==> src/rtl/gpio_mport_pkg.sv <==
package gpio_mport_pkg;

    localparam int SEL_W = 3;

    typedef enum logic [SEL_W-1:0] {
        SEL_DIR  = 3'd0,
        SEL_MASK = 3'd1,
        SEL_PIN  = 3'd2,
        SEL_SET  = 3'd3,
        SEL_CLR  = 3'd4
    } sel_e;

endpackage

==> src/rtl/gpio_lane_expand.sv <==
// Turns one enable per byte lane into a per-bit enable.
module gpio_lane_expand #(
    parameter int PORT_W = 32,
    localparam int LANES = PORT_W / 8
) (
    input  logic [LANES-1:0]  lane_en,
    output logic [PORT_W-1:0] bit_en
);
    for (genvar g = 0; g < LANES; g++) begin : g_lane
        assign bit_en[g*8 +: 8] = {8{lane_en[g]}};
    end
endmodule

==> src/rtl/gpio_sync.sv <==
// A chain of flops that carries the asynchronous pin levels into the clock domain.
module gpio_sync #(
    parameter int PORT_W = 32,
    parameter int STAGES = 2
) (
    input  logic              clk,
    input  logic              rst_n,
    input  logic [PORT_W-1:0] async_in,
    output logic [PORT_W-1:0] sync_out
);
    logic [STAGES-1:0][PORT_W-1:0] chain_d, chain_q;

    always_comb begin
        chain_d[0] = async_in;
        for (int i = 1; i < STAGES; i++) begin
            chain_d[i] = chain_q[i-1];
        end
    end

    always_ff @(posedge clk or negedge rst_n) begin
        if (!rst_n) chain_q <= '0;
        else        chain_q <= chain_d;
    end

    assign sync_out = chain_q[STAGES-1];
endmodule

==> src/rtl/gpio_mport_regs.sv <==
// Output, direction and mask registers, with mask and lane gating on writes.
module gpio_mport_regs
    import gpio_mport_pkg::*;
#(
    parameter int PORT_W = 32
) (
    input  logic              clk,
    input  logic              rst_n,
    input  logic              wr_en,
    input  sel_e              wr_sel,
    input  logic [PORT_W-1:0] lane_bits,
    input  logic [PORT_W-1:0] wr_data,
    output logic [PORT_W-1:0] out_q,
    output logic [PORT_W-1:0] dir_q,
    output logic [PORT_W-1:0] mask_q
);
    typedef struct packed {
        logic [PORT_W-1:0] outv;
        logic [PORT_W-1:0] dir;
        logic [PORT_W-1:0] mask;
    } regs_t;

    regs_t st_d, st_q;

    always_comb begin
        logic [PORT_W-1:0] reach;
        logic [PORT_W-1:0] hit;
        st_d  = st_q;
        reach = lane_bits & ~st_q.mask;
        hit   = wr_data & reach;
        if (wr_en) begin
            case (wr_sel)
                SEL_DIR:  st_d.dir  = (st_q.dir & ~lane_bits) | (wr_data & lane_bits);
                SEL_MASK: st_d.mask = (st_q.mask & ~lane_bits) | (wr_data & lane_bits);
                SEL_PIN:  st_d.outv = (st_q.outv & ~reach) | hit;
                SEL_SET:  st_d.outv = st_q.outv | hit;
                SEL_CLR:  st_d.outv = st_q.outv & ~hit;
                default:  ;
            endcase
        end
    end

    always_ff @(posedge clk or negedge rst_n) begin
        if (!rst_n) st_q <= '0;
        else        st_q <= st_d;
    end

    assign out_q  = st_q.outv;
    assign dir_q  = st_q.dir;
    assign mask_q = st_q.mask;
endmodule

==> src/rtl/gpio_mport.sv <==
module gpio_mport
    import gpio_mport_pkg::*;
#(
    parameter int PORT_W      = 32,
    parameter int SYNC_STAGES = 2,
    localparam int LANES      = PORT_W / 8
) (
    input  logic              clk,
    input  logic              rst_n,
    input  logic              bus_we,
    input  logic [SEL_W-1:0]  bus_addr,
    input  logic [LANES-1:0]  bus_be,
    input  logic [PORT_W-1:0] bus_wdata,
    output logic [PORT_W-1:0] bus_rdata,
    input  logic [PORT_W-1:0] pin_in,
    output logic [PORT_W-1:0] pin_out,
    output logic [PORT_W-1:0] pin_oe
);
    logic [PORT_W-1:0] lane_bits;
    logic [PORT_W-1:0] pin_sync;
    logic [PORT_W-1:0] out_q, dir_q, mask_q;

    gpio_lane_expand #(.PORT_W(PORT_W)) u_lanes (
        .lane_en (bus_be),
        .bit_en  (lane_bits)
    );

    gpio_sync #(.PORT_W(PORT_W), .STAGES(SYNC_STAGES)) u_sync (
        .clk      (clk),
        .rst_n    (rst_n),
        .async_in (pin_in),
        .sync_out (pin_sync)
    );

    gpio_mport_regs #(.PORT_W(PORT_W)) u_regs (
        .clk       (clk),
        .rst_n     (rst_n),
        .wr_en     (bus_we),
        .wr_sel    (sel_e'(bus_addr)),
        .lane_bits (lane_bits),
        .wr_data   (bus_wdata),
        .out_q     (out_q),
        .dir_q     (dir_q),
        .mask_q    (mask_q)
    );

    always_comb begin
        case (bus_addr)
            SEL_DIR:  bus_rdata = dir_q;
            SEL_MASK: bus_rdata = mask_q;
            SEL_PIN:  bus_rdata = pin_sync & ~mask_q;
            SEL_SET:  bus_rdata = out_q;
            default:  bus_rdata = '0;
        endcase
    end

    assign pin_out = out_q;
    assign pin_oe  = dir_q;
endmodule

==> config.mk <==
export PLATFORM = sky130hd
export DESIGN_NAME = gpio_mport
export DESIGN_NICKNAME = d
export VERILOG_FILES = /design/src/rtl/gpio_mport_pkg.sv /design/src/rtl/gpio_lane_expand.sv /design/src/rtl/gpio_sync.sv /design/src/rtl/gpio_mport_regs.sv /design/src/rtl/gpio_mport.sv
export SDC_FILE = /design/constraint.sdc
export NUM_CORES = 1
export LEC_CHECK = 0
export BUFFER_PORTS_ARGS = -buffer_cell sky130_fd_sc_hd__buf_2
export CORE_ASPECT_RATIO = 0.8
export CORE_UTILIZATION = 54
export CTS_CLUSTER_DIAMETER = 80
export DETAILED_ROUTE_END_ITERATION = 8
export PLACE_DENSITY_LB_ADDON = 0.2
export SYNTH_ARGS = -nofsm -noshare
export SYNTH_HDL_FRONTEND = slang
export SYNTH_SLANG_ARGS = --single-unit
==> constraint.sdc <==
create_clock -name clk -period 1.5 [get_ports clk]
set_clock_uncertainty 0.1 [all_clocks]
set_input_delay 0.075 -clock clk [delete_from_list [all_inputs] [get_ports clk]]
set_output_delay 0.075 -clock clk [all_outputs]
set_load 0.005 [all_outputs]
==> results_dict.tcl, run 1 <==
set metrics [dict create \
    vias_per_cell 5.76 \
    yosysMostFrequentCell "dfrtp_1" \
    reg2reg_depth 5 \
    ir_worst_vdd_mv 1.37 \
    synth_top_area_frac 0.552 \
    cts_buffers 17 \
    io_pins 170 \
    synth_edf_count 0 \
    insertion_delay_ns 0.42 \
    avgSynthCellArea_sq_um 11.6 \
    postLayoutCellArea_sq_mm 0.0103 \
    cp_top_family "flip-flops" \
    clkSlewWorstSetupHoldPaths_ns 0.06 \
    crit_path_start_kind "register" \
    setup_viol 32 \
    path_class "register to output port" \
    drtAntennaViolNets 0 \
    cp-end-kind "output port" \
    wl_per_cell_microns 18.7 \
    period_minus_slack_ns 1.69 \
    place_ws_ns -0.0971 \
    vias 6361 \
    antenna_found_initial 2 \
    drv_cap 0 \
    synth_area_leaders "dfrtp_1 55%, mux2_2 9.9%, nor2b_1 7.2%, a211oi_1 6.6%, a22oi_1 3.3%" \
    synth-seq-cells 160 \
    finalCritPeriodShare 1.12 \
    use_met3 0.0611 \
    grt.busiest_layer "met2" \
    switchingPower_mw 3.95 \
    cts-root-buf "clkbuf_16" \
    overflow 0 \
    grt_pass1_wl_microns 32200 \
    drtPass1Iterations 5 \
    cts_tree "done" \
    drc_errors 0 \
    power_frac_clock 0.319 \
    r2r-end "u_regs.out_q[24]" \
    yosysTopAreaCell "dfrtp_1" \
    hold_viol 0 \
    fin_total_pwr_mw 13.5 \
    arrival_ns 1.51 \
    cts_buffer_depth 2 \
    yosysUniqueCellTypes 26 \
    crit_buf_inv 1 \
    final_max_slew_viol_count 0 \
    path_depth 4 \
    setup_ws_ns -0.185 \
    rrSetupSlack_ns 0.15 \
    max_stage_delay_ns 0.43 \
    nNetsFinal 989 \
    ys_warn_count 0 \
    use_met1 0.390 \
    finalWirelength_microns 20700 \
    coreArea_sq_mm 0.0130 \
    netlist_top_cells_count "160 x dfrtp_1, 83 x nor2b_1, 64 x a211oi_1, 64 x mux2_2" \
    violations "setup timing" \
    drive_gt1_frac 0.441 \
    p_leak_nw 4.63 \
    worst_pin_slew_ns 0.458 \
    syn_inst 625 \
    path_cells "nor2_1 -> a22oi_1 -> a211oi_1 -> buf_2" \
    synth_fp_nets 699 \
    grt.total_usage 0.300 \
    p_sw_frac 0.293 \
    max_freq_mhz 593 \
    crit_required_ns 1.32 \
    relSlewSlack 0.694 \
    grt_pass1_vias 6328 \
    slowest_stage "dfrtp_1" \
    die_w_microns 132 \
    setup.worst_path.end "bus_rdata[24]" \
    p_int_mw 9.53 \
    layout.cells.non_filler 1104 \
    cts.sinks 160 \
    gp_congestion 0.887 \
    hpwl_microns 12500 \
    syn_to_final_growth_pct 42.6 \
    hold_path_class "primary input to asynchronous set/reset pin" \
    rsz0062_at_grt "yes" \
    synthArstFlopShare 1.00 \
    initial_core_util 0.560 \
    ys.flop_type "dfrtp_1" \
    power_frac_seq 0.424 \
    port_buffers 169 \
    dieArea_sq_mm 0.0139 \
    synth_area_sq_mm 0.00726 \
    outcome "finished, violations left" \
    met2_usage 0.486 \
    drt_iter0_drc 315 \
    pwr-share-comb 0.256 \
    grt_max_degree 73 \
    dp.cells 965 \
    place_area_sq_mm 0.00851 \
    cp_max_fo 3 \
    die_h_microns 106 \
    num_rows 37 \
    htree_num_levels 4 \
    power.density_mw_per_mm2 1300 \
    ys_seq_area_frac 0.552 \
]
==> per-stage QoR <==
step | utilization | hold WS (ns) | TNS [ns]
finish | 0.798 | 0.00512 | -2.94
CTS | 0.782 | 0.000365 | -2.94
global route | 0.798 | 0.0131 | -5.35
global placement | 0.657 | -0.121 | 0
detailed placement | 0.657 | -0.119 | -0.542
floorplan | - | -0.321 | 0
==> placed cells by master, fill, tap and decap left out, types with 3 or more instances in the layout <==
| cell | synthesis | final |
|---|---|---|
| inv_1 | 16 | 16 |
| a221o_1 | 16 | 16 |
| nor3b_1 | 17 | 4 |
| a22oi_2 | 0 | 4 |
| nor2_1 | 17 | 14 |
| mux2_2 | 64 | 64 |
| nand2_1 | 16 | 16 |
| clkbuf_16 | 0 | 17 |
| a21oi_1 | 16 | 15 |
| o211ai_1 | 16 | 16 |
| nor2b_2 | 0 | 7 |
| buf_4 | 0 | 70 |
| dlygate4sd3_1 | 0 | 65 |
| a211oi_2 | 0 | 31 |
| nor2b_1 | 83 | 75 |
| clkinvlp_4 | 0 | 6 |
| nor2_2 | 0 | 3 |
| a211oi_1 | 64 | 33 |
| dfrtp_2 | 0 | 3 |
| o21ai_0 | 32 | 32 |
| and3_1 | 7 | 7 |
| a22oi_1 | 32 | 28 |
| buf_12 | 0 | 8 |
| dfrtp_1 | 160 | 157 |
| nand2b_1 | 16 | 16 |
| buf_2 | 19 | 167 |
| nor3b_2 | 0 | 13 |
==> how the worst min path moves through the flow <==
stage          cells after the start  slack, ns                         end  startpoint
3_3_place_gp                       1      -0.12         u_sync.sync_out[11]       rst_n
5_1_grt                            2       0.01             u_regs.out_q[7]       rst_n
4_1_cts                            2     0.0004             u_regs.out_q[7]       rst_n
2_1_floorplan                      0      -0.32  asynchronous set/reset pin       rst_n
3_5_place_dp                       1      -0.12         u_sync.sync_out[11]       rst_n
6_report                           2      0.005             u_regs.out_q[7]       rst_n
==> power by group through the flow <==
stage	sequential, mW	combinational [mW]	clock, mW
after detailed placement	5.81	2.59	0
final	5.72	3.45	4.31
after CTS	5.66	3.23	4.34
after floorplan	5.67	1.48	0
after global placement	5.75	2.48	0
after global routing	5.81	3.75	4.52
==> layer usage <==
layer	wire length [microns]	vias to the layer above	share of wire
met1	8730	3179	0.42
met3	1120	54	0.054
met5	13	-	0.00063
met4	640	2	0.031
li1	-	2861	-
met2	10200	265	0.49
==> final cells by class <==
cell class	instances	area, sq um
tap	175	219
sequential	160	4010
fill	766	2620
multi-input combinational	407	3260
clock inverter	12	133
timing repair buffer	313	2210
clock buffer	20	457
inverter	16	60.1
antenna	1	2.50
==> cell families (layout without fill, tap and decap cells) <==
group | count (synthesis) | after routing | synth area share
AO/OA/AOI/OAI | 180 | 180 | 0.177
AND/OR/NAND/NOR | 163 | 163 | 0.134
flip-flops | 160 | 160 | 0.552
buffers and inverters | 58 | 361 | 0.0374
other | 0 | 1 | 0
multiplexers | 64 | 64 | 0.0993
==> what timing repair did <==
item | CTS | global route
setup endpoints to repair | 32 | 32
pin swaps | 53 | 26
endpoints found under the hold margin | 286 | 0
gates resized for setup | 29 | 37
hold buffers | 65 | 0
setup buffers | 34 | 7
Note: power is estimated with default switching activity, not from simulation.
==> run 2: changes to the inputs <==
--- a/config.mk
+++ b/config.mk
@@ -10,7 +10,7 @@
 export CORE_UTILIZATION = 54
 export CTS_CLUSTER_DIAMETER = 80
 export DETAILED_ROUTE_END_ITERATION = 8
-export PLACE_DENSITY_LB_ADDON = 0.2
+export PLACE_DENSITY = 0.82
 export SYNTH_ARGS = -nofsm -noshare
 export SYNTH_HDL_FRONTEND = slang
 export SYNTH_SLANG_ARGS = --single-unit
==> results_dict.tcl, run 2 (synthesis results as in run 1) <==
set metrics [dict create \
    outcome "finished, violations left" \
    violations "setup timing" \
    cp-end-kind "output port" \
    drtAntennaViolNets 0 \
    final_max_slew_viol_count 0 \
    cp_top_family "flip-flops" \
    place_area_sq_mm 0.00844 \
    cts-root-buf "clkbuf_16" \
    port_buffers 169 \
    hpwl_microns 12400 \
    setup_ws_ns -0.188 \
    mostFrequentLayoutCells "166 x buf_2, 157 x dfrtp_1, 71 x nor2b_1" \
    num-fill-cells 745 \
    grt_max_degree 73 \
    cts_buffers 17 \
    dieArea_sq_mm 0.0139 \
    period_minus_slack_ns 1.69 \
    drv_cap 0 \
    postLayoutCellArea_sq_mm 0.0104 \
    hold_viol 0 \
    drive_gt1_frac 0.456 \
    whs_endpoint "u_regs.out_q[30]" \
    crit_path_start_kind "register" \
    hold_path_class "primary input to register" \
    worst_pin_slew_ns 0.505 \
    drtPass1Iterations 7 \
    cts.sinks 160 \
    cp_max_fo 3 \
    r2r-end "u_regs.out_q[25]" \
    vias 6356 \
    rrSetupSlack_ns 0.18 \
    finalWirelength_microns 21400 \
    clkSlewWorstSetupHoldPaths_ns 0.07 \
    setup_viol 32 \
    slowest_stage "dfrtp_1" \
    io_pins 170 \
    grt.total_usage 0.309 \
    final_common_cell "buf_2" \
    arrival_ns 1.51 \
    p_leak_nw 4.63 \
    place_ws_ns -0.0553 \
    path_cells "nor2_2 -> a22oi_2 -> a211oi_2 -> buf_2" \
    ir_worst_vdd_mv 0.995 \
    htree_num_levels 4 \
    worstHoldPathCells 3 \
    rsz0062_at_grt "yes" \
    drt_iter0_drc 466 \
    coreArea_sq_mm 0.0130 \
    max_freq_mhz 592 \
    insertion_delay_ns 0.44 \
    grt_pass1_wl_microns 33400 \
    power.density_mw_per_mm2 1330 \
    path_class "register to output port" \
    initial_core_util 0.560 \
    wl_per_cell_microns 19.6 \
    finalCritPeriodShare 1.13 \
    antenna_found_initial 1 \
    crit_required_ns 1.32 \
    utilization 0.803 \
    crit_buf_inv 1 \
    overflow 0 \
    path_depth 4 \
    diodes 0 \
    reg2reg_depth 5 \
    drc_errors 0 \
    grt_pass1_vias 6546 \
    die_w_microns 132 \
    syn_to_final_growth_pct 43.4 \
    nNetsFinal 978 \
    vias_per_cell 5.82 \
    die_h_microns 106 \
    relSlewSlack 0.664 \
    num_rows 37 \
    cts_buffer_depth 2 \
    gp_congestion 0.807 \
    max_stage_delay_ns 0.41 \
    hp-start "bus_be[3]" \
    cts_tree "done" \
]
## run 2: cell type report
cell class	count	area (sq um)	area share
flip-flops and latches	160	4010	0.385
clock buffers	17	425	0.0409
well taps	175	219	0.0210
inverters	16	60.1	0.00577
multi-input cells	407	3370	0.324
repair buffers	302	2130	0.205
clock inverters	15	195	0.0188
## run 2: worst max-delay path by stage
stage                            end  slack (ns)        start
floorplan            u_regs.out_q[6]        0.04  bus_addr[1]
global placement     u_regs.out_q[9]        0.06  bus_addr[1]
detailed placement  u_regs.out_q[28]       -0.06  bus_addr[1]
CTS                    bus_rdata[21]       -0.17     register
global route            bus_rdata[3]       -0.26     register
finish                 bus_rdata[24]       -0.19     register
## run 2: worst reg2reg max path, cell delays in order (launching register included)
cell	delay (ns)
dfrtp_1	0.41
buf_6	0.14
buf_4	0.14
nand2_1	0.07
o21ai_0	0.08
a221o_1	0.27
## run 2: report_power, final
group	switching, mW	total, mW	internal, mW
Sequential	0.718	5.74	5.03
Clock	1.90	4.57	2.67
Combinational	1.54	3.49	1.96
## run 2: repair_timing
action / CTS / global route
hold buffers: 66 / 0
hold endpoints to repair: 288 / 0
endpoints found under the setup margin: 32 / 32
buffers inserted: 34 / 5
pin swaps: 45 / 25
gates resized for setup: 39 / 50
## run 2: routing by layer
metal  vias to the layer above  global-route usage  part of all wire  routed length, microns
li1                       2848                   -                 -                       -
met1                      3206               0.397              0.42                    8990
met2                       241               0.514              0.50                   10600
met3                        59              0.0630             0.052                    1120
met4                         2               0.125             0.030                     651
met5                         -                   0           0.00061                      13
## run 2: metrics by stage
stage | power (mW) | hold WS, ns | instances | setup TNS, ns
2_1_floorplan | 7.15 | -0.321 | 625 | 0
3_3_place_gp | 8.17 | -0.143 | 955 | 0
5_1_grt | 14.4 | 0.0829 | 1092 | -6.00
6_report | 13.8 | 0.0586 | 1092 | -3.73
4_1_cts | 13.5 | 0.0492 | 1087 | -3.55
3_5_place_dp | 8.36 | -0.138 | 955 | -0.547
==> run 3: changes to the inputs <==
--- a/config.mk
+++ b/config.mk
@@ -5,6 +5,7 @@
 export SDC_FILE = /design/constraint.sdc
 export NUM_CORES = 1
 export LEC_CHECK = 0
+export ABC_AREA = 1
 export BUFFER_PORTS_ARGS = -buffer_cell sky130_fd_sc_hd__buf_2
 export CORE_ASPECT_RATIO = 0.8
 export CORE_UTILIZATION = 54
==> results_dict.tcl, run 3 <==
set metrics [dict create \
    r2r-end "u_regs.out_q[6]" \
    ys.flop_type "dfrtp_1" \
    initial_core_util 0.562 \
    avgSynthCellArea_sq_um 8.30 \
    p_leak_nw 4.95 \
    grt_max_degree 50 \
    cts_tree "done" \
    outcome "finished, final reports clean" \
    die_w_microns 132 \
    htree_num_levels 4 \
    yosysTopAreaCell "dfrtp_1" \
    synthArstFlopShare 1.00 \
    mostFrequentLayoutCells "168 x buf_2, 162 x nand2_1, 156 x dfrtp_1" \
    cts_buffer_depth 2 \
    hold_viol 0 \
    insertion_delay_ns 0.43 \
    final_common_cell "buf_2" \
    reg2reg_depth 5 \
    hold_path_class "primary input to asynchronous set/reset pin" \
    synth_fp_nets 958 \
    clkSlewWorstSetupHoldPaths_ns 0.07 \
    cts.sinks 160 \
    worst_pin_slew_ns 0.582 \
    vias 7766 \
    syn_inst 884 \
    cp-end-kind "output port" \
    pwr-share-comb 0.240 \
    synth_top_area_frac 0.546 \
    period_minus_slack_ns 1.48 \
    max_freq_mhz 677 \
    grt_pass1_vias 7247 \
    cts-root-buf "clkbuf_16" \
    power_frac_seq 0.435 \
    dieArea_sq_mm 0.0141 \
    ir_worst_vdd_mv 1.01 \
    cts_buffers 17 \
    whs_ns 0.0682 \
    relSlewSlack 0.611 \
    antenna_found_initial 1 \
    rsz0062_at_grt "yes" \
    fin_total_pwr_mw 13.2 \
    io_pins 170 \
    yosysMostFrequentCell "nand2_1" \
    place_area_sq_mm 0.00851 \
    overflow 0 \
    vias_per_cell 5.89 \
    grt.total_usage 0.356 \
    dp.cells 1208 \
    die_h_microns 106 \
    synth-seq-cells 160 \
    crit_required_ns 1.32 \
    port_buffers 169 \
    syn_to_final_growth_pct 34.7 \
    path_class "register to output port" \
    gp_congestion 0.906 \
    synth_edf_count 0 \
    power.density_mw_per_mm2 1340 \
    drtAntennaViolNets 0 \
    finalWirelength_microns 24400 \
    place_ws_ns 0.114 \
    final_max_slew_viol_count 0 \
    p_int_mw 8.69 \
    arrival_ns 1.30 \
    crit_path_start_kind "register" \
    num_rows 37 \
    utilization 0.757 \
    drv_cap 0 \
    netlist_top_cells_count "162 x nand2_1, 160 x dfrtp_1, 132 x nor2_1" \
    layout.cells.non_filler 1319 \
    drc_errors 0 \
    synth_area_leaders "dfrtp_1 55%, nand2_1 8.3%, nor2_1 6.8%, nand3_1 6.6%, a21oi_1 6.6%" \
    setup_viol 0 \
    finalCritPeriodShare 0.985 \
    rrSetupSlack_ns 0.22 \
    drtPass1Iterations 7 \
    p_sw_frac 0.342 \
    ys_seq_area_frac 0.546 \
    drive_gt1_frac 0.264 \
    coreArea_sq_mm 0.0131 \
    cp_max_fo 4 \
    hpwl_microns 15000 \
    postLayoutCellArea_sq_mm 0.00988 \
    synth_area_sq_mm 0.00733 \
    fin_tns_setup_ns 0 \
    switchingPower_mw 4.52 \
    ys_warn_count 0 \
    drt_iter0_drc 1147 \
    nNetsFinal 1204 \
    wl_per_cell_microns 18.5 \
    setup_ws_ns 0.0221 \
    power_frac_clock 0.325 \
    yosysUniqueCellTypes 18 \
    grt_pass1_wl_microns 38200 \
]
run 3: metal layers:
metal / GRT usage / part of all wire / wire (microns)
met5: 0 / 0 / 0
met4: 0.142 / 0.033 / 793
met3: 0.103 / 0.13 / 3080
met2: 0.530 / 0.44 / 10800
met1: 0.492 / 0.40 / 9680
run 3: layout make-up:
class                      instances  area, sq um
tap                              175          219
fill                             916         3180
antenna                            1         2.50
clock buffer                      17          425
timing repair buffer             281         1950
clock inverter                    15          164
sequential                       160         4010
inverter                          72          270
multi-input combinational        598         2840
run 3: worst max-delay path by stage:
stage	startpoint	to	slack (ns)
global route	u_regs.out_q[15]	bus_rdata[15]	-0.02
CTS	u_regs.out_q[27]	bus_rdata[27]	0.006
finish	u_regs.out_q[25]	bus_rdata[25]	0.02
detailed placement	bus_addr[0]	register	0.11
floorplan	bus_addr[1]	register	0.29
global placement	bus_addr[0]	register	0.15
run 3: cells by family after synthesis:
group,Yosys count,share of synthesized area
AO/OA/AOI/OAI,160,0.126
buffers and inverters,126,0.0703
flip-flops,160,0.546
AND/OR/NAND/NOR,438,0.258
run 3: power groups by stage:
stage | Sequential (mW) | Clock (mW) | Combinational [mW]
floorplan | 5.61 | 0 | 1.47
global placement | 5.75 | 0 | 2.64
detailed placement | 5.76 | 0 | 2.71
CTS | 5.70 | 4.31 | 2.89
global route | 5.82 | 4.52 | 3.51
finish | 5.75 | 4.30 | 3.16
run 3: timing repair:
action                                  in CTS  in global routing
gates resized for setup                      0                 35
endpoints found under the setup margin       0                 28
setup buffers                                0                 12
endpoints found under the hold margin      268                  0
hold buffers                                66                  0
run 3: critical path: stages, from the launching register on:
cell and delay [ns]:
dfrtp_1 0.43, nand4_1 0.18, o2111ai_2 0.13, buf_2 0.14
